**config.mk**
```make
export PLATFORM = sky130hd
export DESIGN_NAME = ccd_line_sequencer
export DESIGN_NICKNAME = d
export VERILOG_FILES = /design/src/rtl/ccd_seq_pkg.sv /design/src/rtl/ccd_pos_counter.sv /design/src/rtl/ccd_region_decode.sv /design/src/rtl/ccd_strobe_gen.sv /design/src/rtl/ccd_line_sequencer.sv
export SDC_FILE = /design/constraint.sdc
export NUM_CORES = 1
export LEC_CHECK = 0
export BUFFER_PORTS_ARGS = -buffer_cell sky130_fd_sc_hd__buf_4
export CAP_MARGIN = 20
export CORE_MARGIN = 10
export CORE_UTILIZATION = 29
export DETAILED_ROUTE_END_ITERATION = 8
export PLACE_DENSITY = 0.52
export SKIP_LAST_GASP = 1
export SLEW_MARGIN = 20
export SYNTH_ARGS = -nofsm -noshare
export SYNTH_HDL_FRONTEND = slang
export SYNTH_SLANG_ARGS = --single-unit
```
**constraint.sdc**
```tcl
create_clock -name clk -period 6.5 [get_ports clk]
set_clock_uncertainty 0.05 [all_clocks]
set_input_delay 0.975 -clock clk [delete_from_list [all_inputs] [get_ports clk]]
set_output_delay 0.975 -clock clk [all_outputs]
set_load 0.05 [all_outputs]
```
**src/rtl/ccd_seq_pkg.sv**
```systemverilog
package ccd_seq_pkg;
  typedef enum logic [1:0] {
    SEQ_BLANK = 2'b00,
    SEQ_OB    = 2'b01,
    SEQ_IMAGE = 2'b10
  } seq_e;
endpackage

```
**src/rtl/ccd_pos_counter.sv**
```systemverilog
module ccd_pos_counter #(
  parameter int PIX_W  = 12,
  parameter int LINE_W = 11
) (
  input  logic              clk,
  input  logic              rst_n,
  input  logic              frame_start,
  input  logic              line_start,
  output logic [PIX_W-1:0]  px_nxt,
  output logic [LINE_W-1:0] line_nxt,
  output logic              seen_nxt
);
  localparam logic [PIX_W-1:0]  PIX_MAX  = {PIX_W{1'b1}};
  localparam logic [LINE_W-1:0] LINE_MAX = {LINE_W{1'b1}};

  logic [PIX_W-1:0]  px_q;
  logic [LINE_W-1:0] line_q;
  logic              seen_q;

  always_comb begin
    px_nxt   = px_q;
    line_nxt = line_q;
    seen_nxt = seen_q;
    if (frame_start) begin
      px_nxt   = '0;
      line_nxt = '0;
      seen_nxt = 1'b1;
    end else if (line_start) begin
      px_nxt = '0;
      if (line_q != LINE_MAX) line_nxt = line_q + 1'b1;
    end else if (px_q != PIX_MAX) begin
      px_nxt = px_q + 1'b1;
    end
  end

  always_ff @(posedge clk) begin
    if (!rst_n) begin
      px_q   <= '0;
      line_q <= '0;
      seen_q <= 1'b0;
    end else begin
      px_q   <= px_nxt;
      line_q <= line_nxt;
      seen_q <= seen_nxt;
    end
  end

  assert_reset_pos_R1: assert property (@(posedge clk) disable iff (!rst_n)
    $rose(rst_n) |-> (line_q == '0 && !seen_q));

  assert_frame_line0_R2: assert property (@(posedge clk) disable iff (!rst_n)
    frame_start |=> (line_q == '0 && px_q == '0 && seen_q));

  assert_line_px0_R2: assert property (@(posedge clk) disable iff (!rst_n)
    line_start |=> (px_q == '0));
endmodule

```
**src/rtl/ccd_region_decode.sv**
```systemverilog
module ccd_region_decode
  import ccd_seq_pkg::*;
#(
  parameter int LINE_W = 11
) (
  input  logic [LINE_W-1:0] line_idx,
  input  logic              seen,
  input  logic [LINE_W-1:0] vblank_lines,
  input  logic [LINE_W-1:0] front_ob_lines,
  input  logic [LINE_W-1:0] active_lines,
  input  logic [LINE_W-1:0] back_ob_lines,
  output seq_e              seq
);
  localparam int SW = LINE_W + 2;

  logic [SW-1:0] edge_front, edge_image, edge_back, edge_end, line_x;

  always_comb begin
    line_x     = {2'b00, line_idx};
    edge_front = {2'b00, vblank_lines};
    edge_image = edge_front + {2'b00, front_ob_lines};
    edge_back  = edge_image + {2'b00, active_lines};
    edge_end   = edge_back + {2'b00, back_ob_lines};
    if (!seen)                   seq = SEQ_BLANK;
    else if (line_x < edge_front) seq = SEQ_BLANK;
    else if (line_x < edge_image) seq = SEQ_OB;
    else if (line_x < edge_back)  seq = SEQ_IMAGE;
    else if (line_x < edge_end)   seq = SEQ_OB;
    else                          seq = SEQ_BLANK;
  end
endmodule

```
**src/rtl/ccd_strobe_gen.sv**
```systemverilog
module ccd_strobe_gen
  import ccd_seq_pkg::*;
#(
  parameter int PIX_W = 12
) (
  input  logic             clk,
  input  logic             rst_n,
  input  logic [PIX_W-1:0] px,
  input  logic             seen,
  input  seq_e             seq,
  input  logic [PIX_W-1:0] dummy_px,
  input  logic [PIX_W-1:0] line_px,
  input  logic [PIX_W-1:0] tail_px,
  input  logic             blank_clpdm,
  input  logic             blank_pblk,
  output logic             hblk_n,
  output logic             pblk_n,
  output logic             clpob_n,
  output logic             clpdm_n,
  output seq_e             seq_o
);
  localparam int XW = PIX_W + 1;

  logic          in_dummy, in_line, past_end, in_tail;
  logic          hb_on, pb_on, ob_on, dm_on;
  logic [XW-1:0] px_plus_tail;

  always_comb begin
    px_plus_tail = {1'b0, px} + {1'b0, tail_px};
    in_dummy = (px < dummy_px);
    in_line  = (px < line_px);
    past_end = !in_line;
    in_tail  = in_line && (px_plus_tail >= {1'b0, line_px});
    hb_on    = in_dummy || past_end;
    pb_on    = hb_on;
    ob_on    = 1'b0;
    dm_on    = 1'b0;
    unique case (seq)
      SEQ_BLANK: begin
        dm_on = blank_clpdm && in_dummy;
        pb_on = blank_pblk || hb_on;
      end
      SEQ_OB: begin
        ob_on = in_line;
        dm_on = in_line;
      end
      SEQ_IMAGE: begin
        ob_on = in_tail;
        dm_on = in_tail;
      end
      default: ;
    endcase
    if (!seen) begin
      hb_on = 1'b0;
      pb_on = 1'b0;
      ob_on = 1'b0;
      dm_on = 1'b0;
    end
  end

  always_ff @(posedge clk) begin
    if (!rst_n) begin
      hblk_n  <= 1'b1;
      pblk_n  <= 1'b1;
      clpob_n <= 1'b1;
      clpdm_n <= 1'b1;
      seq_o   <= SEQ_BLANK;
    end else begin
      hblk_n  <= !hb_on;
      pblk_n  <= !pb_on;
      clpob_n <= !ob_on;
      clpdm_n <= !dm_on;
      seq_o   <= seen ? seq : SEQ_BLANK;
    end
  end

  assert_reset_idle_R1: assert property (@(posedge clk) disable iff (!rst_n)
    $rose(rst_n) |-> (hblk_n && pblk_n && clpob_n && clpdm_n && seq_o == SEQ_BLANK));

  assert_dummy_hblk_R4: assert property (@(posedge clk) disable iff (!rst_n)
    (seen && px < dummy_px) |=> !hblk_n);

  assert_blank_no_clpob_R5: assert property (@(posedge clk) disable iff (!rst_n)
    (seq == SEQ_BLANK) |=> clpob_n);

  assert_blank_dm_off_R6: assert property (@(posedge clk) disable iff (!rst_n)
    (seq == SEQ_BLANK && !blank_clpdm) |=> clpdm_n);

  assert_ob_clamps_R8: assert property (@(posedge clk) disable iff (!rst_n)
    (seen && seq == SEQ_OB && px < line_px) |=> (!clpob_n && !clpdm_n));

  assert_image_end_off_R9: assert property (@(posedge clk) disable iff (!rst_n)
    (seq == SEQ_IMAGE && px >= line_px) |=> (clpob_n && clpdm_n));
endmodule

```
**src/rtl/ccd_line_sequencer.sv**
```systemverilog
module ccd_line_sequencer
  import ccd_seq_pkg::*;
#(
  parameter int PIX_W  = 12,
  parameter int LINE_W = 11
) (
  input  logic              clk,
  input  logic              rst_n,
  input  logic              frame_start,
  input  logic              line_start,
  input  logic [PIX_W-1:0]  cfg_dummy_px,
  input  logic [PIX_W-1:0]  cfg_line_px,
  input  logic [PIX_W-1:0]  cfg_tail_ob_px,
  input  logic [LINE_W-1:0] cfg_vblank_lines,
  input  logic [LINE_W-1:0] cfg_front_ob_lines,
  input  logic [LINE_W-1:0] cfg_active_lines,
  input  logic [LINE_W-1:0] cfg_back_ob_lines,
  input  logic              cfg_blank_clpdm,
  input  logic              cfg_blank_pblk,
  output logic              hblk_n,
  output logic              pblk_n,
  output logic              clpob_n,
  output logic              clpdm_n,
  output logic [1:0]        seq_code
);
  logic [PIX_W-1:0]  px_nxt;
  logic [LINE_W-1:0] line_nxt;
  logic              seen_nxt;
  seq_e              seq_nxt;
  seq_e              seq_q;

  ccd_pos_counter #(.PIX_W(PIX_W), .LINE_W(LINE_W)) pos_i (
    .clk         (clk),
    .rst_n       (rst_n),
    .frame_start (frame_start),
    .line_start  (line_start),
    .px_nxt      (px_nxt),
    .line_nxt    (line_nxt),
    .seen_nxt    (seen_nxt)
  );

  ccd_region_decode #(.LINE_W(LINE_W)) region_i (
    .line_idx       (line_nxt),
    .seen           (seen_nxt),
    .vblank_lines   (cfg_vblank_lines),
    .front_ob_lines (cfg_front_ob_lines),
    .active_lines   (cfg_active_lines),
    .back_ob_lines  (cfg_back_ob_lines),
    .seq            (seq_nxt)
  );

  ccd_strobe_gen #(.PIX_W(PIX_W)) strobe_i (
    .clk         (clk),
    .rst_n       (rst_n),
    .px          (px_nxt),
    .seen        (seen_nxt),
    .seq         (seq_nxt),
    .dummy_px    (cfg_dummy_px),
    .line_px     (cfg_line_px),
    .tail_px     (cfg_tail_ob_px),
    .blank_clpdm (cfg_blank_clpdm),
    .blank_pblk  (cfg_blank_pblk),
    .hblk_n      (hblk_n),
    .pblk_n      (pblk_n),
    .clpob_n     (clpob_n),
    .clpdm_n     (clpdm_n),
    .seq_o       (seq_q)
  );

  assign seq_code = seq_q;

  assert_seq_legal_R3: assert property (@(posedge clk) disable iff (!rst_n)
    seq_code != 2'b11);

  assert_frame_first_R3: assert property (@(posedge clk) disable iff (!rst_n)
    (frame_start && cfg_vblank_lines != '0) |=> (seq_code == 2'b00));
endmodule

```
==> summary.md <==
| Metric | Value |
|---|---|
| Status | `complete, no violations` |
| Longest Clk Path Bufs | `2` |
| Die extent in x | `roughly 150 um` |
| Critical Path Sink Type | `register` |
| P per Cell Area | `179.5 nW/um2` |
| Synthesized area | `around 5300 um2` |
| Distinct cells, synth | `between 50 and 60` |
| Vias | `just over 5k` |
| Die Y | `154.8 um` |
| DR WL/cell | `14.68 um` |
| Finished Cell Area | `just under 7000 um2` |
| Core region area | `roughly 18000 um2` |
| CTS tree | `built` |
| Sink Count | `30` |
| Vias in the first global route | `5126` |
| # nets final | `1031` |
| Post-synth EDFFs | `0` |
| Critical-path maximum fanout | `3` |
| Syn Inst Count | `between 600 and 700` |
| Placed cell areas | `approximately 6500 um2` |
| DRC viols | `0` |
| Clk Latency, worst-skew pair | `between 200 and 300 ps` |
| Cell taking the most area after synthesis | `ha_1` |
| Synth warn | `0` |
| Hold-fix buffers, CTS | `0` |
| Num CTS Buffers | `5` |
| Rows | `between 40 and 50` |
| Pin count of the biggest net entering global routing | `27` |
| Drt via density | `around 5` |
| Final worst-path cycle share | `between 90% and 100%` |
| # port buffers | `between 90 and 100` |
| Post-layout util | `a little under two fifths` |
| Dominant cells by area after synthesis | `ha_1 (31%), dfxtp_1 (11%), inv_1 (5.3%)` |
| Max-cap violations | `0` |
| Htree depth | `2` |
| FFs w/ async S/R, synth | `0%` |
| Crit path launch type | `primary input` |
| Initial Utilization | `29.45%` |
| Die area | `about 24000 um2` |
| Root Buffer | `clkbuf_16` |
| Slew @ Worst Pin | `approximately 610 ps` |
| Area delta synth->final | `29.59%` |
| Gr usage total | `approximately 12%` |
| Slowest stage delay, CP | `360 ps` |
| Syn Nets | `roughly 900` |
| Final setup violation count | `0` |
| Avg Cell Area, Syn | `between 7 and 8 um2` |
| WP data required | `6610 ps` |
| F_max | `roughly 160 MHz` |
| Slew Limit Fails | `0` |
| Leak pwr | `3.414 nW` |
| Tot Pwr | `around 0.0012 W` |
| Slowest CP cell | `ha_1` |
| Critical path type | `in -> reg` |
| Synth Flop Type | `dfxtp_1` |
| Cell mode on critical path | `ha_1` |
| Initial antenna violation count | `0` |
| Crit path time final | `6175 ps` |
| Routed Wire Length | `about 15000 um` |
| Worst VDD drop | `roughly 0.00012 V` |
| WP data arrival | `approximately 6300 ps` |
| Top cell type's share of synthesized area | `roughly 31%` |
| Register area share after synthesis | `a little under an eighth` |
| Clock transition at path regs | `approximately 50 ps` |
| First-pass DRT Iterations | `5` |
| DRT iter0 DRCs | `~160` |
| Gp weighted congestion | `between 0.8 and 0.9` |
| Final Hold Viols | `0` |
| HPWL Detailed | `between 10000 and 15000 um` |
| First-pass GRT wire length | `24830 um` |
| Register bit count reported by yosys | `30` |
| Grt ovf | `0` |
| IO Pins | `a little over 90` |
| ANT nets after route | `0` |
| Worst Hold Class | `reg -> reg` |
| # diodes | `0` |
| Post-route setup TNS | `0 ps` |
| Layout cells sized above 1 | `between 20% and 30%` |
| Relative slew slack | `58.63%` |
==> cell usage in the layout (no fill, tap or decap), drive strengths merged, types with 2 or more instances in the layout <==
cell type	instances
a2111oi	2
a211o	4
a211oi	14
a21boi	2
a21o	20
a21oi	49
a31o	2
a31oi	8
and2	9
and3	8
and4	3
buf	134
clkbuf	6
clkinv	2
dfxtp	30
fa	4
ha	129
inv	75
mux2i	5
nand2	30
nand2b	12
nand3	22
nand3b	2
nand4	14
nand4b	2
nor2	51
nor2b	6
nor3	28
nor4	3
o211ai	7
o21a	7
o21ai	33
o21bai	6
o22ai	2
o31ai	2
o41ai	3
or2	6
or3	7
xnor2	30
xor2	22
==> per-layer routing <==
layer	wire [um]	global-route usage, %	vias up
met4	355	4.094	0
met5	0	0	-
met2	7138	21.48	94
met1	7209	15.37	2253
li1	-	-	2710
met3	591	2.052	17
==> kinds of logic (layout without fill, tap and decap cells) <==
family,Yosys count,count (layout),share of synthesized area (%)
simple gates,208,208,20.72
mux,5,5,0.9493
flops,30,30,11.39
fa+ha+maj,133,133,32.13
compound gates,167,167,20.15
buf+inv,82,218,6.027
xor+xnor,52,52,8.638
==> synth_stat cells (3+ instances only) <==
master and number:
a211o_1 3, a211oi_1 14, a21o_1 20, a21oi_1 49, a31oi_1 8, and2_1 9, and3_1 8, and4_1 3
clkbuf_1 4, dfxtp_1 30, fa_1 4, ha_1 129, inv_1 75, mux2i_1 5, nand2_1 30, nand2b_1 12
nand3_1 21, nand4_1 14, nor2_1 50, nor2b_1 6, nor3_1 28, o211ai_1 7, o21a_1 7, o21ai_0 33
o21bai_1 6, o41ai_1 3, or2_2 6, or3_1 7, xnor2_1 30, xor2_1 22
==> registers in the layout, indices dropped and copies added, names as in the netlist <==
signal	flops
pos_i.seen_q	1
strobe_i.clpdm_n	1
strobe_i.pblk_n	1
strobe_i.clpob_n	1
pos_i.px_q	12
pos_i.line_q	11
strobe_i.seq_o	2
strobe_i.hblk_n	1
==> through the flow <==
stage	instances	setup WS, ps	hold slack [ps]
2_1_floorplan	677	452.3	494.6
3_3_place_gp	1031	-157.1	524.7
3_5_place_dp	1031	-219.6	540.1
4_1_cts	1039	82.11	552.6
5_1_grt	1042	-27.45	576.9
6_report	1042	325.3	546.3
==> path summary, 6_finish.rpt <==
kind              cells after the start          endpoint                 from  slack (ps)
hold / removal                        2     pos_i.px_q[1]        pos_i.px_q[1]         550
hold reg to reg                       2     pos_i.px_q[1]        pos_i.px_q[1]         550
setup reg to reg                     19  strobe_i.clpob_n        pos_i.px_q[0]        1630
setup / recovery                     28  strobe_i.clpob_n  cfg_vblank_lines[0]         330
==> where the power goes <==
part / internal, W / switching [W] / total [W] / leakage (nW)
logic: 0.000395 / 0.000406 / 0.000801 / 3.10
clock network: 0.000151 / 0.0000854 / 0.000237 / 0.0729
registers: 0.000187 / 0.00000216 / 0.000189 / 0.243
total: 0.000733 / 0.000493 / 0.00123 / 3.41
==> final cells by class <==
type                    instances  area, um2
fillers                      1916      11070
multi-input cells             565       4503
repair buffers                134       1006
flip-flops and latches         30      600.6
well taps                     229      286.5
inverters                      76      285.3
clock buffers                   6      138.9
clock inverters                 2      12.51
==> repair_timing <==
item                                    in CTS  in global routing
endpoints found under the setup margin       0                  2
gates resized for setup                      0                 36
setup buffers                                0                  3
==> worst max-delay path: cells and delay by family <==
kind | cells | cell delay [ps]
AO/OA/AOI/OAI | 12 | 2030
adder cells (fa/ha/maj) | 6 | 1700
XOR/XNOR | 3 | 410
AND/OR/NAND/NOR | 3 | 730
buffers and inverters | 4 | 420
Note: power is estimated with default switching activity, not from simulation.
